[config.mk]
export PLATFORM = sky130hd
export DESIGN_NAME = adc_seq_ctrl
export DESIGN_NICKNAME = d
export VERILOG_FILES = /design/src/rtl/adc_ctl_pkg.sv /design/src/rtl/adc_ctl_edge.sv /design/src/rtl/adc_ctl_seq.sv /design/src/rtl/adc_ctl_reg.sv /design/src/rtl/adc_seq_ctrl.sv
export SDC_FILE = /design/constraint.sdc
export NUM_CORES = 1
export LEC_CHECK = 0
export BUFFER_PORTS_ARGS = -buffer_cell sky130_fd_sc_hd__buf_4
export CORE_AREA = 2 2 68 76
export DETAILED_ROUTE_END_ITERATION = 8
export DIE_AREA = 0 0 70 78
export GPL_TIMING_DRIVEN = 1
export PLACE_DENSITY = 0.49
export SYNTH_ARGS = -nofsm -noshare
export SYNTH_HDL_FRONTEND = slang
export SYNTH_HIERARCHICAL = 1
export SYNTH_SLANG_ARGS = --single-unit
[constraint.sdc]
create_clock -name clk -period 1.5 [get_ports clk]
set_input_delay 0.075 -clock clk [delete_from_list [all_inputs] [get_ports clk]]
set_output_delay 0.075 -clock clk [all_outputs]
set_load 0.05 [all_outputs]
[src/rtl/adc_ctl_pkg.sv]
package adc_ctl_pkg;
  localparam int CH_W = 5;

  typedef enum logic {
    SEQ_IDLE = 1'b0,
    SEQ_BUSY = 1'b1
  } seq_state_t;

  // status byte, MSB first; the flag position is decoded by software
  typedef struct packed {
    logic            flag;
    logic            ie;
    logic            cont;
    logic [CH_W-1:0] ch;
  } ctl_byte_t;

  localparam int BYTE_W = $bits(ctl_byte_t);
endpackage

[src/rtl/adc_ctl_edge.sv]
module adc_ctl_edge (
  input  logic clk,
  input  logic rst,
  input  logic level,
  output logic rise
);
  logic prev_q;

  always_ff @(posedge clk) begin
    if (rst) prev_q <= 1'b0;
    else     prev_q <= level;
  end

  assign rise = level & ~prev_q;
endmodule

[src/rtl/adc_ctl_seq.sv]
module adc_ctl_seq
  import adc_ctl_pkg::*;
#(
  parameter int CW = CH_W
) (
  input  logic          clk,
  input  logic          rst,
  input  logic          wr_en,
  input  logic [CW-1:0] wr_ch,
  input  logic          hw_sel,
  input  logic          trig_rise,
  input  logic          conv_done,
  input  logic          cont_q,
  input  logic [CW-1:0] ch_q,
  output logic          conv_start,
  output logic          conv_pwr,
  output logic          done_evt
);
  localparam logic [CW-1:0] CH_OFF = '1;

  seq_state_t state_q, state_n;
  logic       start_n, pwr_n;

  always_comb begin
    state_n  = state_q;
    start_n  = 1'b0;
    pwr_n    = conv_pwr;
    done_evt = 1'b0;
    if (wr_en) begin
      // a write always aborts; it restarts only under software start
      if (wr_ch == CH_OFF || hw_sel) begin
        state_n = SEQ_IDLE;
        pwr_n   = 1'b0;
      end else begin
        state_n = SEQ_BUSY;
        start_n = 1'b1;
        pwr_n   = 1'b1;
      end
    end else if (state_q == SEQ_BUSY) begin
      if (conv_done) begin
        done_evt = 1'b1;
        if (cont_q) begin
          start_n = 1'b1;
        end else begin
          state_n = SEQ_IDLE;
          pwr_n   = 1'b0;
        end
      end
    end else if (hw_sel && trig_rise && ch_q != CH_OFF) begin
      state_n = SEQ_BUSY;
      start_n = 1'b1;
      pwr_n   = 1'b1;
    end
  end

  always_ff @(posedge clk) begin
    if (rst) begin
      state_q    <= SEQ_IDLE;
      conv_start <= 1'b0;
      conv_pwr   <= 1'b0;
    end else begin
      state_q    <= state_n;
      conv_start <= start_n;
      conv_pwr   <= pwr_n;
    end
  end
endmodule

[src/rtl/adc_ctl_reg.sv]
module adc_ctl_reg
  import adc_ctl_pkg::*;
#(
  parameter int RW = 12
) (
  input  logic              clk,
  input  logic              rst,
  input  logic              wr_en,
  input  logic [BYTE_W-1:0] wr_data,
  input  logic              rd_lo,
  input  logic              done_evt,
  input  logic              cmp_en,
  input  logic              cmp_true,
  input  logic [RW-1:0]     conv_result,
  output ctl_byte_t         ctl_q,
  output logic              irq,
  output logic [RW-1:0]     result_q
);
  ctl_byte_t wr_byte;
  logic      flag_set, flag_n, ie_n;

  assign wr_byte  = ctl_byte_t'(wr_data);
  assign flag_set = done_evt && (!cmp_en || cmp_true);
  // set has priority over either clear source
  assign flag_n   = flag_set ? 1'b1 : ((wr_en || rd_lo) ? 1'b0 : ctl_q.flag);
  assign ie_n     = wr_en ? wr_byte.ie : ctl_q.ie;

  always_ff @(posedge clk) begin
    if (rst) begin
      ctl_q    <= '{flag: 1'b0, ie: 1'b0, cont: 1'b0, ch: '1};
      irq      <= 1'b0;
      result_q <= '0;
    end else begin
      ctl_q.flag <= flag_n;
      if (wr_en) begin
        ctl_q.ie   <= wr_byte.ie;
        ctl_q.cont <= wr_byte.cont;
        ctl_q.ch   <= wr_byte.ch;
      end
      irq <= flag_n & ie_n;
      if (flag_set) result_q <= conv_result;
    end
  end
endmodule

[src/rtl/adc_seq_ctrl.sv]
module adc_seq_ctrl
  import adc_ctl_pkg::*;
#(
  parameter int RES_W = 12
) (
  input  logic              clk,
  input  logic              rst,
  input  logic              wr_en,
  input  logic [BYTE_W-1:0] wr_data,
  output logic [BYTE_W-1:0] rd_data,
  input  logic              rd_lo,
  input  logic              hw_sel,
  input  logic              hw_trig,
  input  logic              cmp_en,
  input  logic              cmp_true,
  output logic [CH_W-1:0]   chan_sel,
  output logic              conv_start,
  output logic              conv_pwr,
  input  logic              conv_done,
  input  logic [RES_W-1:0]  conv_result,
  output logic [RES_W-1:0]  result_q,
  output logic              irq
);
  ctl_byte_t ctl_q;
  ctl_byte_t wr_byte;
  logic      trig_rise;
  logic      done_evt;

  assign wr_byte = ctl_byte_t'(wr_data);

  adc_ctl_edge u_edge (
    .clk   (clk),
    .rst   (rst),
    .level (hw_trig),
    .rise  (trig_rise)
  );

  adc_ctl_seq #(.CW(CH_W)) u_seq (
    .clk        (clk),
    .rst        (rst),
    .wr_en      (wr_en),
    .wr_ch      (wr_byte.ch),
    .hw_sel     (hw_sel),
    .trig_rise  (trig_rise),
    .conv_done  (conv_done),
    .cont_q     (ctl_q.cont),
    .ch_q       (ctl_q.ch),
    .conv_start (conv_start),
    .conv_pwr   (conv_pwr),
    .done_evt   (done_evt)
  );

  adc_ctl_reg #(.RW(RES_W)) u_reg (
    .clk         (clk),
    .rst         (rst),
    .wr_en       (wr_en),
    .wr_data     (wr_data),
    .rd_lo       (rd_lo),
    .done_evt    (done_evt),
    .cmp_en      (cmp_en),
    .cmp_true    (cmp_true),
    .conv_result (conv_result),
    .ctl_q       (ctl_q),
    .irq         (irq),
    .result_q    (result_q)
  );

  assign rd_data  = ctl_q;
  assign chan_sel = ctl_q.ch;
endmodule

==> summary.md <==
| Metric | Value |
|---|---|
| Cell Area, Synth | 0.001135 mm^2 |
| Clock Tree Root | clkbuf_8 |
| Die area | between 0.005 and 0.006 mm^2 |
| Number of top-level pins | 57 |
| Die width | 70 um |
| Area of the multi-input gates | 546.8 um^2 |
| # clock sinks | 25 |
| # rows | 26 |
| CTS tree | done |
| Skew final | 6.881 ps |
| Post-Synthesis Cells | 109 |
| Crit path largest cell delay | 340 ps |
| Slew Limit Headroom | 0.7845 |
| Vias in the first global route | about 920 |
| Overflow after GRT | 0 |
| Fillers | 492 |
| ANT nets after route | 0 |
| Wirelength per Cell | 12.30 um |
| Setup CP Type | flop to flop |
| Buf/Inv on CP | 0 |
| CP top delay family | compound AO/OA/AOI/OAI gates |
| Setup TNS | 0 ps |
| Setup crit end | u_seq/conv_start$_SDFF_PP0_ |
| CP cell instances | and4_1, a211o_1, a2bb2oi_2, a21oi_1 |
| DR top layer | met4 |
| Layout cells sized above 1 | 0.4151 |
| Pre-CTS setup slack | 288.4 ps |
| Leak pwr | 0.7012 nW |
| Largest net degree at the start of global routing | 37 |
| Met3 wire length | 260 um |
| Met2 WL post-DR | 1.286 mm |
| Power, Total | 1.415 mW |
| Highest clock rate | around 810 MHz |
| Worst r2r dst | u_seq/conv_start$_SDFF_PP0_ |
| Vias per inst | ~4.4 |
| Overall routing resource usage | 0.09547 |
| PostCTS Resize Cnt | 0 |
| Start point of the worst hold path | wr_data[4] |
| CTS HTree Levels | 1 |
| WP data arrival | 1430 ps |
| Drt drc | 0 |
| Crit path launch | u_reg/ctl_q[4]$_SDFFE_PP1P_ |
| Fin crit share | 0.8224 |
| Register clock-pin slew on the reported worst setup and hold paths | 90 ps |
| P&R area growth vs syn | 41.68% |
| FF+latch area | 500.5 um^2 |
| First-pass GRT wire length | 4.243 mm |
| Clock Tree Buf Depth | 2 |
| Pwr Density | 880.1 mW/mm^2 |
| Vias | approximately 940 |
| Synth warnings | 6 |
| Slowest CP cell | dfxtp_1 |
| Peak VDD IR | 276.9 uV |
| RSZ-0062 raised after global routing | no |
| Post-CTS Setup Repair Bufs | 0 |
| Status | finished, final reports clean |
| Crit path depth | 4 |
| Most common cell after layout, fill and taps aside | buf_4 |
| Crit Reg-Reg Startpoint | u_reg/ctl_q[4]$_SDFFE_PP1P_ |
| Seq/Total Area, Yosys | 0.4410 |
| Drt initial violations | about 80 |
| CORE AREA | around 0.0046 mm^2 |
| Final setup viols | 0 |
| Max Cap Viol | 0 |
| Detailed placer's ending HPWL | 1.967 mm |
| WHS Path Cells | 2 |
| Clock latency on the worst-skew pair | 270 ps |
| Yosys cell types | 27 |
| Reg2Reg Setup Slack | 270 ps |
| Ant. Diodes | 0 |
| Final net count | 189 |
| Syn avg cell area | ~10 um^2 |
| Die outline height | 78 um |
| Gpl congestion | 0.7752 |
| Post-CTS Hold Buffers | 0 |
| CP Capture Type | flop |
| Starting Density | 0.2457 |
| Worst Path Required | 1700 ps |
| Synthesis-stage register bit count | 25 |
| Post-route setup slack | around 270 ps |
| Initial antenna violation count | 0 |
| Pins Over Slew Limit | 0 |
| Startpoint Class | flop |
| Reg2reg path depth | 4 |
| Max FO, Critical Path | 4 |
| Hold Path Class | input pin to flop |
| Minimum clock period | 1234 ps |
| Most frequent cells in the layout | buf_4 (55), dfxtp_1 (25), nand2b_1 (24) |
| First drt pass iteration count | 4 |
| Worst Tran Pin Value | 322.6 ps |
| Drt total wl | 2.644 mm |
| Syn Nets | 138 |
| Port bufs | 55 |
| Final Hold Fails | 0 |
| CTS Buf Count | 3 |
| DRT met1 WL | 1.080 mm |
worst min-delay path by stage:
stage	endpoint	slack, ps
finish	u_reg/ctl_q[4]$_SDFFE_PP1P_	20
global placement	u_reg/ctl_q[4]$_SDFFE_PP1P_	290
global route	u_reg/ctl_q[4]$_SDFFE_PP1P_	8
CTS	u_reg/ctl_q[4]$_SDFFE_PP1P_	9
detailed placement	u_reg/ctl_q[4]$_SDFFE_PP1P_	300
floorplan	u_edge/prev_q$_SDFF_PP0_	140
cell type report:
type / count / area share
multi-input combinational: 71 / 0.3401
sequential: 25 / 0.3113
timing repair buffer: 56 / 0.2693
tap: 56 / 0.04358
clock buffer: 3 / 0.02568
inverter: 3 / 0.007004
clock inverter: 1 / 0.003113
kinds of logic (layout without fill, tap and decap cells):
group                  Yosys count  after routing  synth area share
AO/OA/AOI/OAI                   14             14            0.1125
AND/OR/NAND/NOR                 43             43            0.2459
flip-flops                      25             25            0.4410
multiplexers                    14             14            0.1235
buffers and inverters           13             63           0.07717
report_power, final:
part           internal [mW]  total [mW]  switching, mW
Clock                  0.186       0.396          0.210
Sequential             0.688       0.706         0.0184
Combinational          0.134       0.313          0.179
synth_stat cells, drive strengths merged:
cell      n  share of area
clkbuf    2         0.0066
dfxtp    25           0.44
nor2b     5          0.041
and4      1         0.0077
mux2i    14           0.12
nand2b   24           0.13
and2b     2          0.013
nand2     2         0.0066
nand3     2         0.0088
o21ba     1         0.0088
and3      2          0.011
or2b      1         0.0066
a21oi     3          0.013
nor3b     1         0.0066
o2111ai   1         0.0077
o21a      1         0.0066
a2bb2oi   1          0.013
nor2      3          0.012
buf       8          0.061
a21boi    1          0.017
inv       3         0.0099
a211o     6          0.046
flip-flops by register name, summed over array words and instances (netlist names):
signal            count
u_reg/result_q       12
u_reg/ctl_q           8
u_edge/prev_q         1
u_reg/irq             1
u_seq/conv_pwr        1
u_seq/conv_start      1
u_seq/state_q         1
per-layer routing:
| metal | vias up | track usage |
|---|---|---|
| li1 | 457 | - |
| met1 | 434 | 0.1087 |
| met2 | 47 | 0.1610 |
| met3 | 4 | 0.03766 |
| met4 | 0 | 0.03462 |
| met5 | - | 0 |
per-stage QoR:
step                hold slack, ps  cells  instance area, um^2    util
detailed placement           300.1    211                 1562  0.3380
global route                 7.842    215                 1608  0.3481
global placement             293.3    211                 1562  0.3380
CTS                          8.649    215                 1608  0.3481
floorplan                    139.3    109                 1135       -
finish                       21.48    215                 1608  0.3481
Note: power is estimated with default switching activity, not from simulation.
